==> src/rtl/idata_pkg.sv <==
package idata_pkg;

    localparam int DATA_W   = 8;
    localparam int ADDR_W   = 8;
    localparam int BITPOS_W = $clog2(DATA_W);

    typedef enum logic [3:0] {
        OP_RD_DIR  = 4'd0,
        OP_WR_DIR  = 4'd1,
        OP_RD_IND  = 4'd2,
        OP_WR_IND  = 4'd3,
        OP_BIT_RD  = 4'd4,
        OP_BIT_SET = 4'd5,
        OP_BIT_CLR = 4'd6,
        OP_BIT_WR  = 4'd7,
        OP_PUSH    = 4'd8,
        OP_POP     = 4'd9
    } req_op_e;

    typedef enum logic {
        ST_IDLE = 1'b0,
        ST_RESP = 1'b1
    } ctl_state_e;

    typedef struct packed {
        logic                to_sfr;
        logic [ADDR_W-1:0]   byte_addr;
        logic [BITPOS_W-1:0] bit_pos;
    } target_t;

endpackage

==> src/rtl/idata_addr_map.sv <==
module idata_addr_map
    import idata_pkg::*;
#(
    parameter logic [ADDR_W-1:0] BIT_RAM_BASE = 8'h20
) (
    input  req_op_e           op,
    input  logic [ADDR_W-1:0] addr,
    input  logic [ADDR_W-1:0] sp,
    output target_t           tgt
);

    localparam int MSB = ADDR_W - 1;

    always_comb begin
        tgt           = '0;
        tgt.byte_addr = addr;
        case (op)
            OP_RD_DIR, OP_WR_DIR: begin
                tgt.to_sfr = addr[MSB];
            end
            OP_BIT_RD, OP_BIT_SET, OP_BIT_CLR, OP_BIT_WR: begin
                tgt.to_sfr  = addr[MSB];
                tgt.bit_pos = addr[BITPOS_W-1:0];
                if (addr[MSB]) begin
                    tgt.byte_addr = {addr[MSB:BITPOS_W], {BITPOS_W{1'b0}}};
                end else begin
                    tgt.byte_addr = BIT_RAM_BASE + ADDR_W'(addr[MSB-1:BITPOS_W]);
                end
            end
            OP_PUSH: begin
                tgt.byte_addr = sp + ADDR_W'(1);
            end
            OP_POP: begin
                tgt.byte_addr = sp;
            end
            default: begin
                tgt.to_sfr = 1'b0;
            end
        endcase
    end

endmodule

==> src/rtl/idata_ram.sv <==
module idata_ram
    import idata_pkg::*;
(
    input  logic              clk,
    input  logic              we,
    input  logic [ADDR_W-1:0] addr,
    input  logic [DATA_W-1:0] wdata,
    output logic [DATA_W-1:0] rdata
);

    localparam int RAM_DEPTH = 1 << ADDR_W;

    logic [DATA_W-1:0] mem [RAM_DEPTH];

    always_ff @(posedge clk) begin
        if (we) begin
            mem[addr] <= wdata;
        end
    end

    assign rdata = mem[addr];

endmodule

==> src/rtl/idata_sfr_bank.sv <==
module idata_sfr_bank
    import idata_pkg::*;
#(
    parameter logic [ADDR_W-1:0] SP_ADDR  = 8'h81,
    parameter logic [ADDR_W-1:0] SP_RESET = 8'h07
) (
    input  logic              clk,
    input  logic              rst,
    input  logic              we,
    input  logic [ADDR_W-1:0] addr,
    input  logic [DATA_W-1:0] wdata,
    output logic [DATA_W-1:0] rdata,
    input  logic              sp_we,
    input  logic [ADDR_W-1:0] sp_next,
    output logic [ADDR_W-1:0] sp
);

    localparam int MSB       = ADDR_W - 1;
    localparam int NUM_SLOTS = (1 << (ADDR_W - 1)) >> BITPOS_W;
    localparam int SLOT_W    = $clog2(NUM_SLOTS);

    logic                           slot_hit;
    logic [SLOT_W-1:0]              slot_idx;
    logic [NUM_SLOTS-1:0][DATA_W-1:0] slot_q;

    assign slot_hit = addr[MSB] && (addr[BITPOS_W-1:0] == '0);
    assign slot_idx = addr[MSB-1:BITPOS_W];

    for (genvar g = 0; g < NUM_SLOTS; g++) begin : g_slot
        logic [DATA_W-1:0] q;
        always_ff @(posedge clk) begin
            if (rst) begin
                q <= '0;
            end else if (we && slot_hit && (slot_idx == SLOT_W'(g))) begin
                q <= wdata;
            end
        end
        assign slot_q[g] = q;
    end

    always_ff @(posedge clk) begin
        if (rst) begin
            sp <= SP_RESET;
        end else if (sp_we) begin
            sp <= sp_next;
        end else if (we && (addr == SP_ADDR)) begin
            sp <= wdata;
        end
    end

    always_comb begin
        if (addr == SP_ADDR) begin
            rdata = sp;
        end else if (slot_hit) begin
            rdata = slot_q[slot_idx];
        end else begin
            rdata = '0;
        end
    end

    // a write to an unimplemented SFR leaves the stack pointer alone
    p_unimpl_wr_ignored_r4: assert property (@(posedge clk) disable iff (rst)
        (we && !sp_we && addr[MSB] && !slot_hit && (addr != SP_ADDR)) |=> (sp == $past(sp)));

endmodule

==> src/rtl/idata_access_unit.sv <==
module idata_access_unit
    import idata_pkg::*;
#(
    parameter logic [ADDR_W-1:0] SP_RESET     = 8'h07,
    parameter logic [ADDR_W-1:0] SP_ADDR      = 8'h81,
    parameter logic [ADDR_W-1:0] BIT_RAM_BASE = 8'h20
) (
    input  logic              clk,
    input  logic              rst,
    input  logic              req_valid,
    input  logic [3:0]        req_op,
    input  logic [ADDR_W-1:0] req_addr,
    input  logic [DATA_W-1:0] req_wdata,
    output logic              rsp_valid,
    output logic [DATA_W-1:0] rsp_rdata,
    output logic              rsp_bit
);

    req_op_e           op;
    target_t           tgt;
    ctl_state_e        state_q, state_nx;
    logic [ADDR_W-1:0] sp_cur;
    logic [DATA_W-1:0] ram_rd, sfr_rd, src_byte, new_byte, mask;
    logic              is_bit, is_bit_mod, bit_old;
    logic              ram_we, sfr_we, sp_we;
    logic [ADDR_W-1:0] sp_nx;
    logic [DATA_W-1:0] rd_nx;
    logic              bit_nx;

    assign op = req_op_e'(req_op);

    idata_addr_map #(.BIT_RAM_BASE(BIT_RAM_BASE)) u_map (
        .op   (op),
        .addr (req_addr),
        .sp   (sp_cur),
        .tgt  (tgt)
    );

    idata_ram u_ram (
        .clk   (clk),
        .we    (ram_we),
        .addr  (tgt.byte_addr),
        .wdata (is_bit_mod ? new_byte : req_wdata),
        .rdata (ram_rd)
    );

    idata_sfr_bank #(.SP_ADDR(SP_ADDR), .SP_RESET(SP_RESET)) u_sfr (
        .clk     (clk),
        .rst     (rst),
        .we      (sfr_we),
        .addr    (tgt.byte_addr),
        .wdata   (is_bit_mod ? new_byte : req_wdata),
        .rdata   (sfr_rd),
        .sp_we   (sp_we),
        .sp_next (sp_nx),
        .sp      (sp_cur)
    );

    // read-modify-write datapath
    assign is_bit_mod = (op == OP_BIT_SET) || (op == OP_BIT_CLR) || (op == OP_BIT_WR);
    assign is_bit     = is_bit_mod || (op == OP_BIT_RD);
    assign src_byte   = tgt.to_sfr ? sfr_rd : ram_rd;
    assign mask       = DATA_W'(1) << tgt.bit_pos;
    assign bit_old    = src_byte[tgt.bit_pos];

    always_comb begin
        unique case (op)
            OP_BIT_SET: new_byte = src_byte | mask;
            OP_BIT_CLR: new_byte = src_byte & ~mask;
            OP_BIT_WR:  new_byte = (src_byte & ~mask) | (req_wdata[0] ? mask : '0);
            default:    new_byte = src_byte;
        endcase
    end

    always_comb begin
        ram_we = 1'b0;
        sfr_we = 1'b0;
        sp_we  = 1'b0;
        sp_nx  = sp_cur;
        if (req_valid) begin
            unique case (op)
                OP_WR_DIR:  begin ram_we = !tgt.to_sfr; sfr_we = tgt.to_sfr; end
                OP_WR_IND:  ram_we = 1'b1;
                OP_BIT_SET,
                OP_BIT_CLR,
                OP_BIT_WR:  begin ram_we = !tgt.to_sfr; sfr_we = tgt.to_sfr; end
                OP_PUSH:    begin ram_we = 1'b1; sp_we = 1'b1; sp_nx = sp_cur + ADDR_W'(1); end
                OP_POP:     begin sp_we = 1'b1; sp_nx = sp_cur - ADDR_W'(1); end
                default:    ram_we = 1'b0;
            endcase
        end
    end

    always_comb begin
        unique case (op)
            OP_RD_DIR, OP_RD_IND, OP_POP,
            OP_BIT_RD, OP_BIT_SET, OP_BIT_CLR, OP_BIT_WR: rd_nx = src_byte;
            default:                                      rd_nx = '0;
        endcase
        bit_nx = is_bit && bit_old;
    end

    // control state register
    always_ff @(posedge clk) begin
        if (rst) begin
            state_q <= ST_IDLE;
        end else begin
            state_q <= state_nx;
        end
    end

    always_comb begin
        unique case (state_q)
            ST_IDLE: state_nx = req_valid ? ST_RESP : ST_IDLE; // accept / hold
            ST_RESP: state_nx = req_valid ? ST_RESP : ST_IDLE; // accept / drain
            default: state_nx = ST_IDLE;
        endcase
    end

    // response outputs
    always_ff @(posedge clk) begin
        if (rst) begin
            rsp_rdata <= '0;
            rsp_bit   <= 1'b0;
        end else if (req_valid) begin
            rsp_rdata <= rd_nx;
            rsp_bit   <= bit_nx;
        end
    end

    assign rsp_valid = (state_q == ST_RESP);

    p_rsp_follows_req_r13: assert property (@(posedge clk) disable iff (rst)
        rsp_valid |-> $past(req_valid));

    p_push_preinc_r9: assert property (@(posedge clk) disable iff (rst)
        (req_valid && op == OP_PUSH) |=> (sp_cur == $past(sp_cur) + ADDR_W'(1)));

    p_pop_postdec_r10: assert property (@(posedge clk) disable iff (rst)
        (req_valid && op == OP_POP) |=> (sp_cur == $past(sp_cur) - ADDR_W'(1)));

    p_single_bit_change_r8: assert property (@(posedge clk) disable iff (rst)
        (req_valid && is_bit_mod) |-> ($countones(new_byte ^ src_byte) <= 1));

    p_unimpl_reads_zero_r4: assert property (@(posedge clk) disable iff (rst)
        (rsp_valid && $past(req_op == OP_RD_DIR && req_addr[ADDR_W-1] &&
                            req_addr[BITPOS_W-1:0] != '0 && req_addr != SP_ADDR))
        |-> (rsp_rdata == '0));

endmodule

==> config.mk <==
export PLATFORM = sky130hd
export DESIGN_NAME = idata_access_unit
export DESIGN_NICKNAME = d
export VERILOG_FILES = /design/src/rtl/idata_pkg.sv /design/src/rtl/idata_addr_map.sv /design/src/rtl/idata_ram.sv /design/src/rtl/idata_sfr_bank.sv /design/src/rtl/idata_access_unit.sv
export SDC_FILE = /design/constraint.sdc
export NUM_CORES = 2
export LEC_CHECK = 0
export BUFFER_PORTS_ARGS = -buffer_cell sky130_fd_sc_hd__buf_2
export CAP_MARGIN = 10
export CORE_ASPECT_RATIO = 0.5
export CORE_UTILIZATION = 30
export CTS_CLUSTER_SIZE = 30
export DETAILED_ROUTE_END_ITERATION = 7
export PLACE_DENSITY = 0.51
export SLEW_MARGIN = 0
export SYNTH_ARGS = -nofsm -noshare
export SYNTH_HDL_FRONTEND = slang
export SYNTH_SLANG_ARGS = --single-unit
==> constraint.sdc <==
create_clock -name clk -period 12.1 [get_ports clk]
set_input_delay 2.42 -clock clk [delete_from_list [all_inputs] [get_ports clk]]
set_output_delay 2.42 -clock clk [all_outputs]
set_load 0.01 [all_outputs]
# After elaboration in Yosys (flattened, before gate mapping)
# Memories as Yosys holds them, arrays and structs flattened.
# Index checks and enable logic that the tools add are counted.
dict set report op_classes {
  n_lt_le_gt_ge 2
  n_mux 28
  n_addsub 3
  bitwise_logic 4
  shifts 1
  reduce_logical 35
  eq_ne 27
}
# op n
set ops {}
lappend ops {{8-bit 2-to-1 mux} 11}
lappend ops {{8-bit case mux with 3 select lines} 2}
lappend ops {{4-bit == test (second input constant)} 10}
lappend ops {{8-bit binary-select mux with 4-bit select} 1}
lappend ops {{4-bit by 3-bit == test with 1-bit output (second input constant)} 8}
lappend ops {{1-bit logical AND} 20}
lappend ops {{4-bit by 2-bit == test with 1-bit output (second input constant)} 4}
lappend ops {{8-bit OR} 2}
lappend ops {{8-bit case mux with 2 select lines} 1}
lappend ops {{1-bit 2-to-1 mux} 10}
lappend ops {{8-bit by 1-bit adder with 8-bit output (second input constant)} 1}
lappend ops {{8-bit bitwise AND} 1}
lappend ops {{4-bit by 1-bit == test with 1-bit output (second input constant)} 2}
lappend ops {{8-bit == test (second input constant)} 1}
lappend ops {{4-bit zero test} 2}
lappend ops {{8-bit inverter} 1}
lappend ops {{4-bit OR reduction} 2}
lappend ops {{1-bit by 3-bit << shifter with 8-bit output (first input constant)} 1}
lappend ops {{8-bit by 1-bit subtractor with 8-bit output (second input constant)} 1}
lappend ops {{6-bit by 4-bit adder with 7-bit output (first input constant)} 1}
lappend ops {{7-bit OR reduction} 1}
lappend ops {{6-bit OR reduction} 1}
lappend ops {{4-bit by 5-bit < comparator with 1-bit output (second input constant)} 1}
lappend ops {{3-bit by 4-bit < comparator with 1-bit output (second input constant)} 1}
lappend ops {{11 further kinds} 14}
dict set report totals {
  ram_bits 2048
  ff_bits 146
  memories 1
  inputBits 23
  output_inout_bits 10
}
# name depth width rd rd_ports_with_merged_regs write_ports line
set mem_list {}
lappend mem_list {u_ram.mem 256 8 1 0 1 idata_ram.sv:13} ;# logic [DATA_W-1:0] mem [RAM_DEPTH];

# Longest topological paths before layout
dict set report logic_depth {
  word_depth 14
  ltp_mapped 23
  depth_no_buf 15
}

# Modules after synthesis
# From an unflattened synthesis, not the netlist that was laid out.
dict set report hier_totals {
  cells_unflattened 4399
  hier_area_um2 86457.9
}
# module instances cells_per_inst area_each_um2
set modules_own_cells {}
lappend modules_own_cells {idata_ram 1 3539 78332.6}
lappend modules_own_cells {idata_sfr_bank 1 644 6351.1}
lappend modules_own_cells {idata_access_unit 1 158 1386.3}
lappend modules_own_cells {idata_addr_map 1 58 387.9}

# Worst setup path before layout
# OpenSTA, ideal clock, no wires.
dict set report synth_timing {
  path_type {input to register}
  start {in req_op[2]}
  end {mem u_ram.mem[0][3], data pin}
  setup_time_ns 0.774
  cell_stages 18
  required_time_ns 11.326
  path_slack_ns 2.838
  arrival_ns 8.489
  cell_sequence {buf_4 nor3b_4 nand3_2 a31oi_4 buf_6 buf_6 buf_4 buf_2 mux2i_1 o22ai_1 o41ai_1 nand2_1 nor4_2 o31ai_1 o21a_1 buf_2 buf_2 inv_1}
}
dict set report synth_via {
  elab_chain_cells 12
  word_cells_on_any_way 32
}
# element line
set synth_rtl {}
lappend synth_rtl {{from (decl)} idata_access_unit.sv:11} ;# input logic [3:0] req_op,
lappend synth_rtl {{parallel branches: the longest is 11 deep, another holds memory read 256 x 8 bit} n/a}
lappend synth_rtl {{8-bit 2-to-1 mux (*)} idata_access_unit.sv:43} ;# .wdata (is_bit_mod ? new_byte : req_wdata),
lappend synth_rtl {{via u_ram.wdata[3]} idata_ram.sv:7} ;# input logic [DATA_W-1:0] wdata,
lappend synth_rtl {{to (decl)} idata_ram.sv:13}
# Mark *: on every way through the listed nets, which the timed path passes. The select of a mux whose other input is x is not followed.

# Worst setup path after layout
dict set report layout_timing {
  start {in req_op[2]}
  end {mem u_ram.mem[247][2], data pin}
}
# Same word-level chain as after synthesis.

==> run summary <==
The flow ran to the end, and the final reports show no timing, DRC or antenna violations. After detailed routing, the number of remaining DRC violations is 0. The design area came out at 102000 µm².

Headroom to the max-slew limit came out at 9.654%. Once the clock tree was built, the setup fixing pass inserted 0 buffers. Input and output buffers added on the ports amount to 32. In this run the cell area of the synthesized design comes to 89700 µm².

The biggest fanout along the worst timing path was 110; the final estimated routing congestion in global placement was 0.9390. Counting flops with a built-in enable in the synthesized netlist gives 2048. Setup repair after global routing left no endpoint under its margin.

The floorplan step defined a die boundary enclosing 301300 µm². Counting distinct cell types in the post-synthesis netlist gives 90. The logs give 0 for the count of synthesis-stage warnings from yosys and 71.82% for the sequential element share of the synthesized area. The signal on the critical path passes through buf_2 -> nor2b_1 -> nor3_1 -> a31oi_4 -> buf_12 -> buf_4 -> nand3_1 -> a31oi_1 -> a2bb2oi_1 -> a41oi_1 -> a311oi_1 -> a21oi_1 -> a22oi_1 -> a21oi_2 -> inv_8 -> buf_12.

The clock net in this run drives a total of 2194 sinks. The H-tree was split into 4 levels. The total number of vias is 61.61k, and the number of pins exceeding their max-slew limit in the final report is 0. The peak ir drop on the vdd network came out at 0.1152 mV. The cell class contributing the biggest share of worst-path delay was compound AO/OA/AOI/OAI gates. In this run, flip-flops and latches consume 48.8% of the power.

Gates resized during post-CTS repair numbered 0. The highest attainable clock frequency is 98.95 MHz. The dominant register cell in the synthesized netlist was sky130_fd_sc_hd__edfxtp_1. Counting the fill cells in the layout gives 28.79k. Synthesis handed over a netlist of 6763 instances. The logs give 10.49k for the placed instance count and 474.5 mm for the global-route wire length before repair. Power spread over the standard cell area amounts to 170.0 nW/µm².

The placeable core region came out at 296400 µm². Across the routed clock network, the largest skew measured is 0.06492 ns. The tools report the total count of hold-check failures in the final report as 0.

Among all stages on the critical path, the largest delay is contributed by sky130_fd_sc_hd__nor2b_1. For the relative contribution of combinational cells to total power, the log shows 12.3%. The number of global-route vias before repair was 55.77k; the maximum single-stage delay on the critical path was 0.97 ns. The number of nets with antenna violations after detailed routing is 0, and the share of the clock period used by the worst path after layout is 83.53%.

The critical path in this run is classified as input port to flip-flop. Layout cell share with drive strength beyond 1: 9.866%. Setup violations remaining at the end of the flow were counted as 0.

The sequential cell area in the final layout was 64420 µm². The run gives 0 as the number of hold-repair buffers added at the cts stage. For the violation count after the first detailed-routing iteration, the log shows 9886. The global-route usage over all layers is 22.28%.

The die is 775.3 µm wide. The later pin in the worst-skew pair is clocked with a latency of 0.90 ns. Net switching is 26.89% of the power. The kind of launch point of the worst setup path is an input port. After detailed placement, the total cell area comes to 95040 µm². The sum of overflow across all layers after global routing is 0, and the area growth from synthesis to layout is 13.70%. STA classifies the critical path endpoint as a flip-flop.

The worst hold path class was flip-flop to flip-flop. The logs give 34.41% for the final core utilization and 12.61 ns for the critical path required time. The detailed placer's ending HPWL is 219.6 mm, and the clock transition at the registers of the reported paths is 0.06 ns. The cell at the root of the clock tree was sky130_fd_sc_hd__clkbuf_16. The number of rows in the core area is 141, and the mean instance size in the synthesized netlist is 13.26 µm². Synthesis inferred 2194 register bits. The number of nets in the synthesized netlist is 6788. Once layout is complete, the cells apart from fillers number 10.90k. The logs give 223 for the total clock buffers created by CTS and 31 for the number of antenna violations at the first check in global routing. In the final layout, the multi-input gates occupy 23250 µm². 33 I/O pins were placed. For the number of nets in the finished design, the log shows 6807. TritonCTS built the clock tree.

The most numerous cell type found on the critical path is sky130_fd_sc_hd__buf_12. Dividing the detail-routed wire length by the instance count gives 32.02 µm. The clock share of power was 39.0%; the share of synthesized flip-flops with an asynchronous set or reset was 0%. The tools report the number of detailed-routing iterations run before antenna repair as 6. For the pin with the worst max-slew slack, the measured transition is 1.345 ns.

The number of maximum-capacitance constraint violations was 0. Internal power comes to 12680 µW. The arrival time of the worst setup path is 10.62 ns. The final wirelength was 348.9 mm. Once the floorplan was initialized, standard cells occupied 30.26% of the core.

The tools report the leakage power figure as 0.03337 µW. The library cells used most frequently in the layout, excluding fill and tap cells, are sky130_fd_sc_hd__edfxtp_1 (2048), sky130_fd_sc_hd__nand2_1 (1332), sky130_fd_sc_hd__nand3_1 (567), sky130_fd_sc_hd__nor2_1 (474), sky130_fd_sc_hd__mux2i_1 (405). The reported net switching power came out at 4662 µW.

After layout, the minimum clock period comes to 10.11 ns. The clock passes through at most 4 buffers. Entering global routing, the biggest net connects 158 pins. Dividing the detail-routed via count by the number of cells gives 5.654. The die height works out to 388.7 µm. After routing, the total negative slack on setup checks comes to 0 ns. The combined buffer and inverter count along the critical path came out at 5. Leaving out fill and tap cells, the most frequent cell in the layout is sky130_fd_sc_hd__edfxtp_1.
-- registers in the layout, indices dropped and copies added (netlist names) --
register	flops
rsp_bit	1
rsp_rdata	8
rsp_valid	1
u_ram.mem	2048
u_sfr.sp	8
u_sfr.g_slot.q	128
-- power groups by stage --
| stage | registers (µW) | logic [µW] | clock network (µW) |
|---|---|---|---|
| after floorplan | 8670 | 1040 | 0 |
| after global placement | 8620 | 2050 | 0 |
| after detailed placement | 8620 | 2060 | 0 |
| after CTS | 8450 | 2060 | 6790 |
| after global routing | 8450 | 2170 | 7050 |
| final | 8450 | 2130 | 6750 |
-- synthesized netlist by cell type, types with 7 or more instances --
cell,instances,area [µm²]
sky130_fd_sc_hd__nand4_1,50,312.8
sky130_fd_sc_hd__buf_6,9,101.4
sky130_fd_sc_hd__o211ai_1,36,270.3
sky130_fd_sc_hd__nand2_1,1340,5030
sky130_fd_sc_hd__o22ai_1,44,275.3
sky130_fd_sc_hd__mux2i_1,405,4054
sky130_fd_sc_hd__a211oi_1,207,1554
sky130_fd_sc_hd__a2111oi_0,14,122.6
sky130_fd_sc_hd__o21a_1,12,90.09
sky130_fd_sc_hd__a22o_1,9,78.83
sky130_fd_sc_hd__clkbuf_1,171,641.9
sky130_fd_sc_hd__nor3_1,32,160.2
sky130_fd_sc_hd__a311oi_1,32,280.3
sky130_fd_sc_hd__o31ai_1,11,82.58
sky130_fd_sc_hd__or3_1,10,62.56
sky130_fd_sc_hd__inv_1,26,97.59
sky130_fd_sc_hd__a31oi_1,66,412.9
sky130_fd_sc_hd__mux2_2,10,112.6
sky130_fd_sc_hd__and2_1,11,68.82
sky130_fd_sc_hd__buf_2,200,1001
sky130_fd_sc_hd__and3_1,30,187.7
sky130_fd_sc_hd__a32oi_1,42,367.9
sky130_fd_sc_hd__o211a_1,29,290.3
sky130_fd_sc_hd__o311ai_0,14,122.6
sky130_fd_sc_hd__a22oi_1,79,593.1
sky130_fd_sc_hd__a221oi_1,41,359.1
sky130_fd_sc_hd__nand2b_1,7,43.79
sky130_fd_sc_hd__edfxtp_1,2048,61500
sky130_fd_sc_hd__dfxtp_1,146,2923
sky130_fd_sc_hd__nor4_1,28,175.2
sky130_fd_sc_hd__nor2_1,511,1918
sky130_fd_sc_hd__a21oi_1,220,1101
sky130_fd_sc_hd__buf_4,46,345.3
sky130_fd_sc_hd__nand3_1,567,2838
sky130_fd_sc_hd__mux4_2,19,427.9
sky130_fd_sc_hd__o21ai_0,57,285.3
sky130_fd_sc_hd__buf_1,46,172.7
sky130_fd_sc_hd__o2111ai_1,13,113.9
-- cell families (layout without fill, tap and decap cells) --
| group | after synthesis | after routing | synth area share (%) |
|---|---|---|---|
| adder cells (fa/ha/maj) | 2 | 2 | 0.02789 |
| other | 0 | 11 | 0 |
| flip-flops | 2194 | 2194 | 71.82 |
| XOR/XNOR | 3 | 3 | 0.02930 |
| multiplexers | 434 | 434 | 5.122 |
| AO/OA/AOI/OAI | 999 | 999 | 7.877 |
| buffers and inverters | 500 | 690 | 2.641 |
| AND/OR/NAND/NOR | 2631 | 2631 | 12.48 |
-- metrics by stage --
stage / total power, µW / hold WS [ns] / setup slack (ns)
CTS: 17300 / 0.4803 / 2.573
detailed placement: 10670 / 0.4711 / 1.746
floorplan: 9714 / 0.4775 / 2.838
global placement: 10670 / 0.4707 / 1.079
finish: 17340 / 0.4832 / 1.993
global route: 17670 / 0.5032 / 2.155
-- worst paths after layout --
kind           startpoint           endpoint  slack [ns]  cells past startpoint
max             req_op[2]  u_ram.mem[247][2]        1.99                     16
min          rsp_rdata[0]       rsp_rdata[0]        0.48                      2
max reg2reg   u_sfr.sp[1]  u_ram.mem[247][2]        3.66                     17
min reg2reg  rsp_rdata[0]       rsp_rdata[0]        0.48                      2
-- area by class of cell --
type / count / share of cell area (%)
Clock buffer: 284 / 5.778
Tap cell: 3932 / 4.824
Multi-Input combinational cell: 4069 / 22.79
Inverter: 27 / 0.1583
Clock inverter: 112 / 0.9594
Timing Repair Buffer: 267 / 2.291
Antenna cell: 11 / 0.02699
Sequential cell: 2194 / 63.17
-- worst register-to-register path: stages (launching register included) --
cell and delay (ns):
sky130_fd_sc_hd__dfxtp_1 0.67, sky130_fd_sc_hd__inv_1 0.15, sky130_fd_sc_hd__ha_1 0.36, sky130_fd_sc_hd__nand2b_1 0.12, sky130_fd_sc_hd__o21a_1 0.28, sky130_fd_sc_hd__a31oi_4 0.91
sky130_fd_sc_hd__buf_12 0.30, sky130_fd_sc_hd__buf_4 0.51, sky130_fd_sc_hd__nand3_1 0.15, sky130_fd_sc_hd__a31oi_1 0.64, sky130_fd_sc_hd__a2bb2oi_1 0.17, sky130_fd_sc_hd__a41oi_1 0.56
sky130_fd_sc_hd__a311oi_1 0.34, sky130_fd_sc_hd__a21oi_1 0.91, sky130_fd_sc_hd__a22oi_1 0.19, sky130_fd_sc_hd__a21oi_2 0.77, sky130_fd_sc_hd__inv_8 0.46, sky130_fd_sc_hd__buf_12 0.49
-- per-layer routing --
layer	part of all wire [%]	GRT usage (%)	wire, µm
met5	0.022	0	77
met4	4.2	8.383	14690
met3	13	6.316	43820
met2	42	31.96	146200
met1	41	31.87	144100
Power figures use the tool's default switching activity.
